===== src/rtl/bbm_pkg.sv =====
package bbm_pkg;

  localparam int MAX_BE = 32;
  localparam int MAX_DW = MAX_BE / 4;

  // One bit per 32-bit word: set when any lane of that word is enabled.
  function automatic logic [MAX_DW-1:0] word_any(input logic [MAX_BE-1:0] be);
    logic [MAX_DW-1:0] m;
    for (int k = 0; k < MAX_DW; k++) m[k] = |be[4*k +: 4];
    return m;
  endfunction

  // True when some word has a mix of enabled and disabled lanes.
  function automatic logic word_split(input logic [MAX_BE-1:0] be);
    logic bad;
    bad = 1'b0;
    for (int k = 0; k < MAX_DW; k++)
      bad = bad | ((|be[4*k +: 4]) & ~(&be[4*k +: 4]));
    return bad;
  endfunction

  // Number of separate runs of set bits in a word mask.
  function automatic int unsigned run_count(input logic [MAX_DW-1:0] m);
    int unsigned n;
    n = 0;
    for (int k = 0; k < MAX_DW; k++)
      if (m[k] && (k == 0 || !m[k-1])) n++;
    return n;
  endfunction

endpackage


===== src/rtl/bbm_beat_tracker.sv =====
module bbm_beat_tracker #(
  parameter int BURST_W = 8
) (
  input  logic               clk,
  input  logic               rst,
  input  logic               accept,
  input  logic [BURST_W-1:0] burstcnt,
  output logic               first_beat,
  output logic               last_beat,
  output logic               mid_beat
);
  localparam logic [BURST_W-1:0] ONE = BURST_W'(1);

  logic               in_burst;
  logic [BURST_W-1:0] left_q;
  logic [BURST_W-1:0] load_len;

  assign load_len   = (burstcnt == '0) ? ONE : burstcnt;
  assign first_beat = !in_burst;
  assign last_beat  = first_beat ? (load_len == ONE) : (left_q == ONE);
  assign mid_beat   = !first_beat && !last_beat;

  always_ff @(posedge clk) begin
    if (rst) begin
      in_burst <= 1'b0;
      left_q   <= '0;
    end else if (accept) begin
      in_burst <= !last_beat;
      left_q   <= (first_beat ? load_len : left_q) - ONE;
    end
  end
endmodule


===== src/rtl/bbm_be_rules.sv =====
module bbm_be_rules
  import bbm_pkg::*;
#(
  parameter int BE_W = 16
) (
  input  logic            accept,
  input  logic            mid_beat,
  input  logic [BE_W-1:0] be,
  output logic            v_mid,
  output logic            v_zero,
  output logic            v_split,
  output logic            v_noncontig
);
  logic [MAX_BE-1:0] be_ext;
  assign be_ext = MAX_BE'(be);

  assign v_mid  = accept && mid_beat && !(&be);
  assign v_zero = accept && (be == '0);

  generate
    if (BE_W >= 16) begin : g_wide
      logic [MAX_DW-1:0] wmask;
      assign wmask       = word_any(be_ext);
      assign v_split     = accept && word_split(be_ext);
      assign v_noncontig = accept && (run_count(wmask) > 1);
    end else begin : g_narrow
      logic unused_ok;
      assign unused_ok   = ^be_ext;
      assign v_split     = 1'b0;
      assign v_noncontig = 1'b0;
    end
  endgenerate
endmodule


===== src/rtl/bbm_stall_watch.sv =====
module bbm_stall_watch #(
  parameter int REQ_W = 64
) (
  input  logic             clk,
  input  logic             rst,
  input  logic             stalled_req,
  input  logic [REQ_W-1:0] req_bundle,
  output logic             held_q,
  output logic             v_stall
);
  logic [REQ_W-1:0] prev_q;

  always_ff @(posedge clk) begin
    if (rst) begin
      held_q <= 1'b0;
      prev_q <= '0;
    end else begin
      held_q <= stalled_req;
      prev_q <= req_bundle;
    end
  end

  assign v_stall = held_q && (req_bundle != prev_q);
endmodule


===== src/rtl/burst_be_monitor.sv =====
module burst_be_monitor #(
  parameter int DATA_W  = 128,
  parameter int ADDR_W  = 32,
  parameter int BURST_W = 8
) (
  input  logic                  clk,
  input  logic                  rst,
  input  logic                  mon_read,
  input  logic                  mon_write,
  input  logic [ADDR_W-1:0]     mon_addr,
  input  logic [BURST_W-1:0]    mon_burstcnt,
  input  logic [DATA_W-1:0]     mon_wdata,
  input  logic [DATA_W/8-1:0]   mon_be,
  input  logic                  mon_waitreq,
  output logic                  err_mid_beat,
  output logic                  err_dword_split,
  output logic                  err_noncontig,
  output logic                  err_stall_change,
  output logic                  err_zero_be,
  output logic                  err_pulse
);
  localparam int BE_W  = DATA_W / 8;
  localparam int REQ_W = 2 + ADDR_W + BURST_W + DATA_W + BE_W;

  logic accept, first_beat, last_beat, mid_beat, stalled_req, held_q;
  logic v_mid, v_zero, v_split, v_noncontig, v_stall, any_v;

  assign accept      = mon_write && !mon_waitreq;
  assign stalled_req = mon_waitreq && (mon_read || mon_write);

  bbm_beat_tracker #(.BURST_W(BURST_W)) u_track (
    .clk(clk), .rst(rst), .accept(accept), .burstcnt(mon_burstcnt),
    .first_beat(first_beat), .last_beat(last_beat), .mid_beat(mid_beat)
  );

  bbm_be_rules #(.BE_W(BE_W)) u_rules (
    .accept(accept), .mid_beat(mid_beat), .be(mon_be),
    .v_mid(v_mid), .v_zero(v_zero), .v_split(v_split), .v_noncontig(v_noncontig)
  );

  bbm_stall_watch #(.REQ_W(REQ_W)) u_stall (
    .clk(clk), .rst(rst), .stalled_req(stalled_req),
    .req_bundle({mon_read, mon_write, mon_addr, mon_burstcnt, mon_wdata, mon_be}),
    .held_q(held_q), .v_stall(v_stall)
  );

  assign any_v = v_mid | v_zero | v_split | v_noncontig | v_stall;

  always_ff @(posedge clk) begin
    if (rst) begin
      err_mid_beat     <= 1'b0;
      err_dword_split  <= 1'b0;
      err_noncontig    <= 1'b0;
      err_stall_change <= 1'b0;
      err_zero_be      <= 1'b0;
      err_pulse        <= 1'b0;
    end else begin
      err_mid_beat     <= err_mid_beat | v_mid;
      err_dword_split  <= err_dword_split | v_split;
      err_noncontig    <= err_noncontig | v_noncontig;
      err_stall_change <= err_stall_change | v_stall;
      err_zero_be      <= err_zero_be | v_zero;
      err_pulse        <= any_v;
    end
  end
endmodule


===== config.mk =====
export PLATFORM = sky130hd
export DESIGN_NAME = burst_be_monitor
export DESIGN_NICKNAME = d
export VERILOG_FILES = /design/src/rtl/bbm_pkg.sv /design/src/rtl/bbm_beat_tracker.sv /design/src/rtl/bbm_be_rules.sv /design/src/rtl/bbm_stall_watch.sv /design/src/rtl/burst_be_monitor.sv
export SDC_FILE = /design/constraint.sdc
export NUM_CORES = 1
export LEC_CHECK = 0
export ABC_AREA = 1
export ABC_CLOCK_PERIOD_IN_PS = 1850
export BUFFER_PORTS_ARGS = -buffer_cell sky130_fd_sc_hd__buf_2
export CORE_ASPECT_RATIO = 1.75
export CORE_MARGIN = 2
export CORE_UTILIZATION = 45
export CTS_CLUSTER_DIAMETER = 60
export CTS_CLUSTER_SIZE = 20
export DETAILED_ROUTE_END_ITERATION = 8
export MAX_ROUTING_LAYER = met4
export PLACE_DENSITY = 0.68
export SYNTH_ARGS = -nofsm -noshare
export SYNTH_HDL_FRONTEND = slang
export SYNTH_HIERARCHICAL = 1
export SYNTH_SLANG_ARGS = --single-unit
export TNS_END_PERCENT = 5

===== constraint.sdc =====
create_clock -name clk -period 1.85 [get_ports clk]
set_input_delay 0.185 -clock clk [delete_from_list [all_inputs] [get_ports clk]]
set_output_delay 0.185 -clock clk [all_outputs]
set_load 0.01 [all_outputs]

==> flow_metrics.tcl <==
set metrics [dict create \
    yosysUniqueCellTypes 30 \
    synth_area_leaders "dfxtp_1 (44%), nand2_1 (16%), nor2_1 (13%)" \
    ir_drop_mv 0.895 \
    status "completed" \
    cp_data_required_time_ns 2.22 \
    clk_latency_ns 0.48 \
    synth_top_area_cell "dfxtp_1" \
    syn_to_final_growth_pct 39.3 \
    synth.avg_cell_area_um2 6.57 \
    p_leak_nw 6.91 \
    finalCritPeriodShare 0.994 \
    ios 195 \
    setup_viol 0 \
    cts_root_buf "clkbuf_16" \
    cp_top_family "simple AND/OR/NAND/NOR gates" \
    ys_ff_latch 202 \
    htreeDepth 1 \
    syn_inst 1408 \
    final_max_slew_viol_count 0 \
    num_vias 9039 \
    r2r.worst_path.cells 13 \
    min_period_ns 1.84 \
    drc 0 \
    worst_path_largest_cell_delay_ns 0.56 \
    cts_tree "yes" \
    clock_skew_ns 0.0164 \
    layout_setup_ws_ns 0.0103 \
    critPathKind "input port to register" \
    antenna_found_initial 0 \
    grt_max_degree 57 \
    cp_slowest_cell "dlygate4sd3_1" \
    arrival_ns 2.21 \
    worst_setup_path_start_kind "input port" \
    grt_pass1_vias 8949 \
    hold_viol 0 \
    drtAntennaViolNets 0 \
    die-area_um2 21800 \
    worst-path-buf-inv 4 \
    cts.clk_slew.worst_paths_ns 0.08 \
    clk_path_buf_depth 3 \
    preCtsSetupSlack_ns 0.0616 \
    grt_use_total 0.219 \
    core_area_um2 20200 \
    rsz0062_at_grt "yes" \
    fmax_ghz 0.544 \
    power_density_nw_per_um2 745 \
    stdcell_count 2038 \
    syn_nets 1600 \
    drt_iter0_drc 424 \
    wirelength_um 23700 \
    worstSetupPathDepth 17 \
    drive_gt1_frac 0.145 \
    hp-class "input port to register" \
    end_kind "register" \
    numCtsBuffers 14 \
    cts.sink_count 202 \
    grt_first_pass_wirelength_um 38900 \
    crit_chain "dlygate4sd3_1 > buf_4 > inv_1 > nand2_1 > nand2_1 > nor2_2 > nand2_1 > nor2_2 > nand2_1 > nor2_1 > nand2_1 > nor2_2 > a21oi_2 > nor2_1 > nand3_1 > nand2_1 > inv_1" \
    place_area_um2 10600 \
    nNetsFinal 1978 \
    avgRoutedWirePerCell_um 11.6 \
    seq_area_frac_synth 0.437 \
    hold-worst-slack_ns 0.0365 \
    min_path_cells 4 \
    firstDrtPassIters 7 \
    rows 69 \
    die_h_um 194 \
    gp_congestion 0.854 \
    grt_overflow 0 \
    n_antenna_cell 0 \
    critPathMostFrequentCell "nand2_1" \
    postLayoutCellArea_um2 12900 \
    place_hpwl_um 15500 \
    cp_max_fo 4 \
    yosys_warnings 6 \
    synth_top_area_frac 0.437 \
    tightest_slew_ns 0.496 \
    fin_tns_setup_ns 0 \
    slew_headroom 0.669 \
    portBuffers 194 \
    initial_core_util 0.458 \
    cap_violations 0 \
    post_cts_buffers 0 \
    netlist_area_um2 9250 \
    die_x_um 112 \
    power_mw 9.59 \
    post-route-util 0.638 \
    viasPerCell 4.44 \
    dp.cells 1841 \
]
[cell families (layout without fill, tap and decap cells)]
logic type      after synthesis  count (layout)  share of synthesized area
simple gates                742             742                      0.311
fa+ha+maj                     3               3                    0.00406
buf+inv                     340             722                      0.141
xor+xnor                     96              96                     0.0909
compound gates               25              25                     0.0158
flops                       202             202                      0.437
[timing repair]
item | 4_1_cts | 5_1_grt
hold buffers | 182 | 0
endpoints found under the setup margin | 0 | 7
hold endpoints to repair | 182 | 0
resized for setup | 0 | 22
[cell usage in the layout (no fill, tap or decap), types with 3 or more instances in the layout]
| cell | count |
|---|---|
| buf_2 | 186 |
| nand3_1 | 14 |
| nor2_1 | 308 |
| buf_4 | 14 |
| o21ai_2 | 3 |
| xnor2_1 | 69 |
| buf_12 | 3 |
| clkbuf_16 | 15 |
| ha_1 | 3 |
| dfxtp_1 | 200 |
| inv_1 | 314 |
| o21ai_1 | 6 |
| a21oi_1 | 7 |
| nor2_2 | 10 |
| nand2_2 | 9 |
| or2_2 | 4 |
| dlygate4sd3_1 | 180 |
| xor2_1 | 27 |
| nand4_1 | 4 |
| nand2_1 | 386 |
| nor2_4 | 5 |
[flip-flops by register name (all words and copies together) (netlist names)]
register,flops
err_dword_split,1
err_mid_beat,1
err_noncontig,1
err_pulse,1
err_stall_change,1
err_zero_be,1
u_stall/held_q,1
u_stall/prev_q,186
u_track/in_burst,1
u_track/left_q,8
[cell type report]
cell class | count | area [um2]
fillers | 1699 | 7320
flip-flops and latches | 202 | 4050
multi-input cells | 866 | 3950
repair buffers | 386 | 2930
inverters | 316 | 1190
clock buffers | 17 | 383
well taps | 248 | 310
clock inverters | 3 | 68.8
[layer usage]
metal  up-vias  GRT usage  part of all wire
met5         -          -                 0
met4         0     0.0569             0.020
met3        43     0.0263             0.046
met2       221      0.429              0.55
met1      4067      0.226              0.39
li1       4708          -                 -
[worst paths after layout]
kind                       from  slack, ns             end
max             mon_burstcnt[3]       0.01       err_pulse
min                 mon_waitreq       0.04  u_stall/held_q
max reg2reg  u_stall/prev_q[35]       0.05       err_pulse
min reg2reg         err_zero_be       0.47     err_zero_be
[cells in the mapped netlist (all sizes together)]
master and instances:
o31ai 1, o21a 1, clkbuf 7, nor3 2, nor2 323, xor2 27
xnor2 69, inv 316, a211oi 1, o21ai 10, nand3 14, buf 17
a21oi 9, a21o 1, nand4 4, or2 4, dfxtp 202, a31oi 1
ha 3, o21bai 1, nand2 395
[report_power, final]
part / internal (mW) / total, mW / switching (mW)
clock network: 1.76 / 3.28 / 1.52
logic: 0.824 / 1.62 / 0.793
registers: 4.58 / 4.70 / 0.111
total: 7.17 / 9.59 / 2.42
[worst register-to-register path: cells and delay by family, from the launching register on]
kind	cells	cell delay, ns
simple gates	10	1.13
buf+inv	1	0.03
compound gates	1	0.08
xor+xnor	1	0.16
flops	1	0.31
No activity file was read; power rests on OpenSTA's default activity.
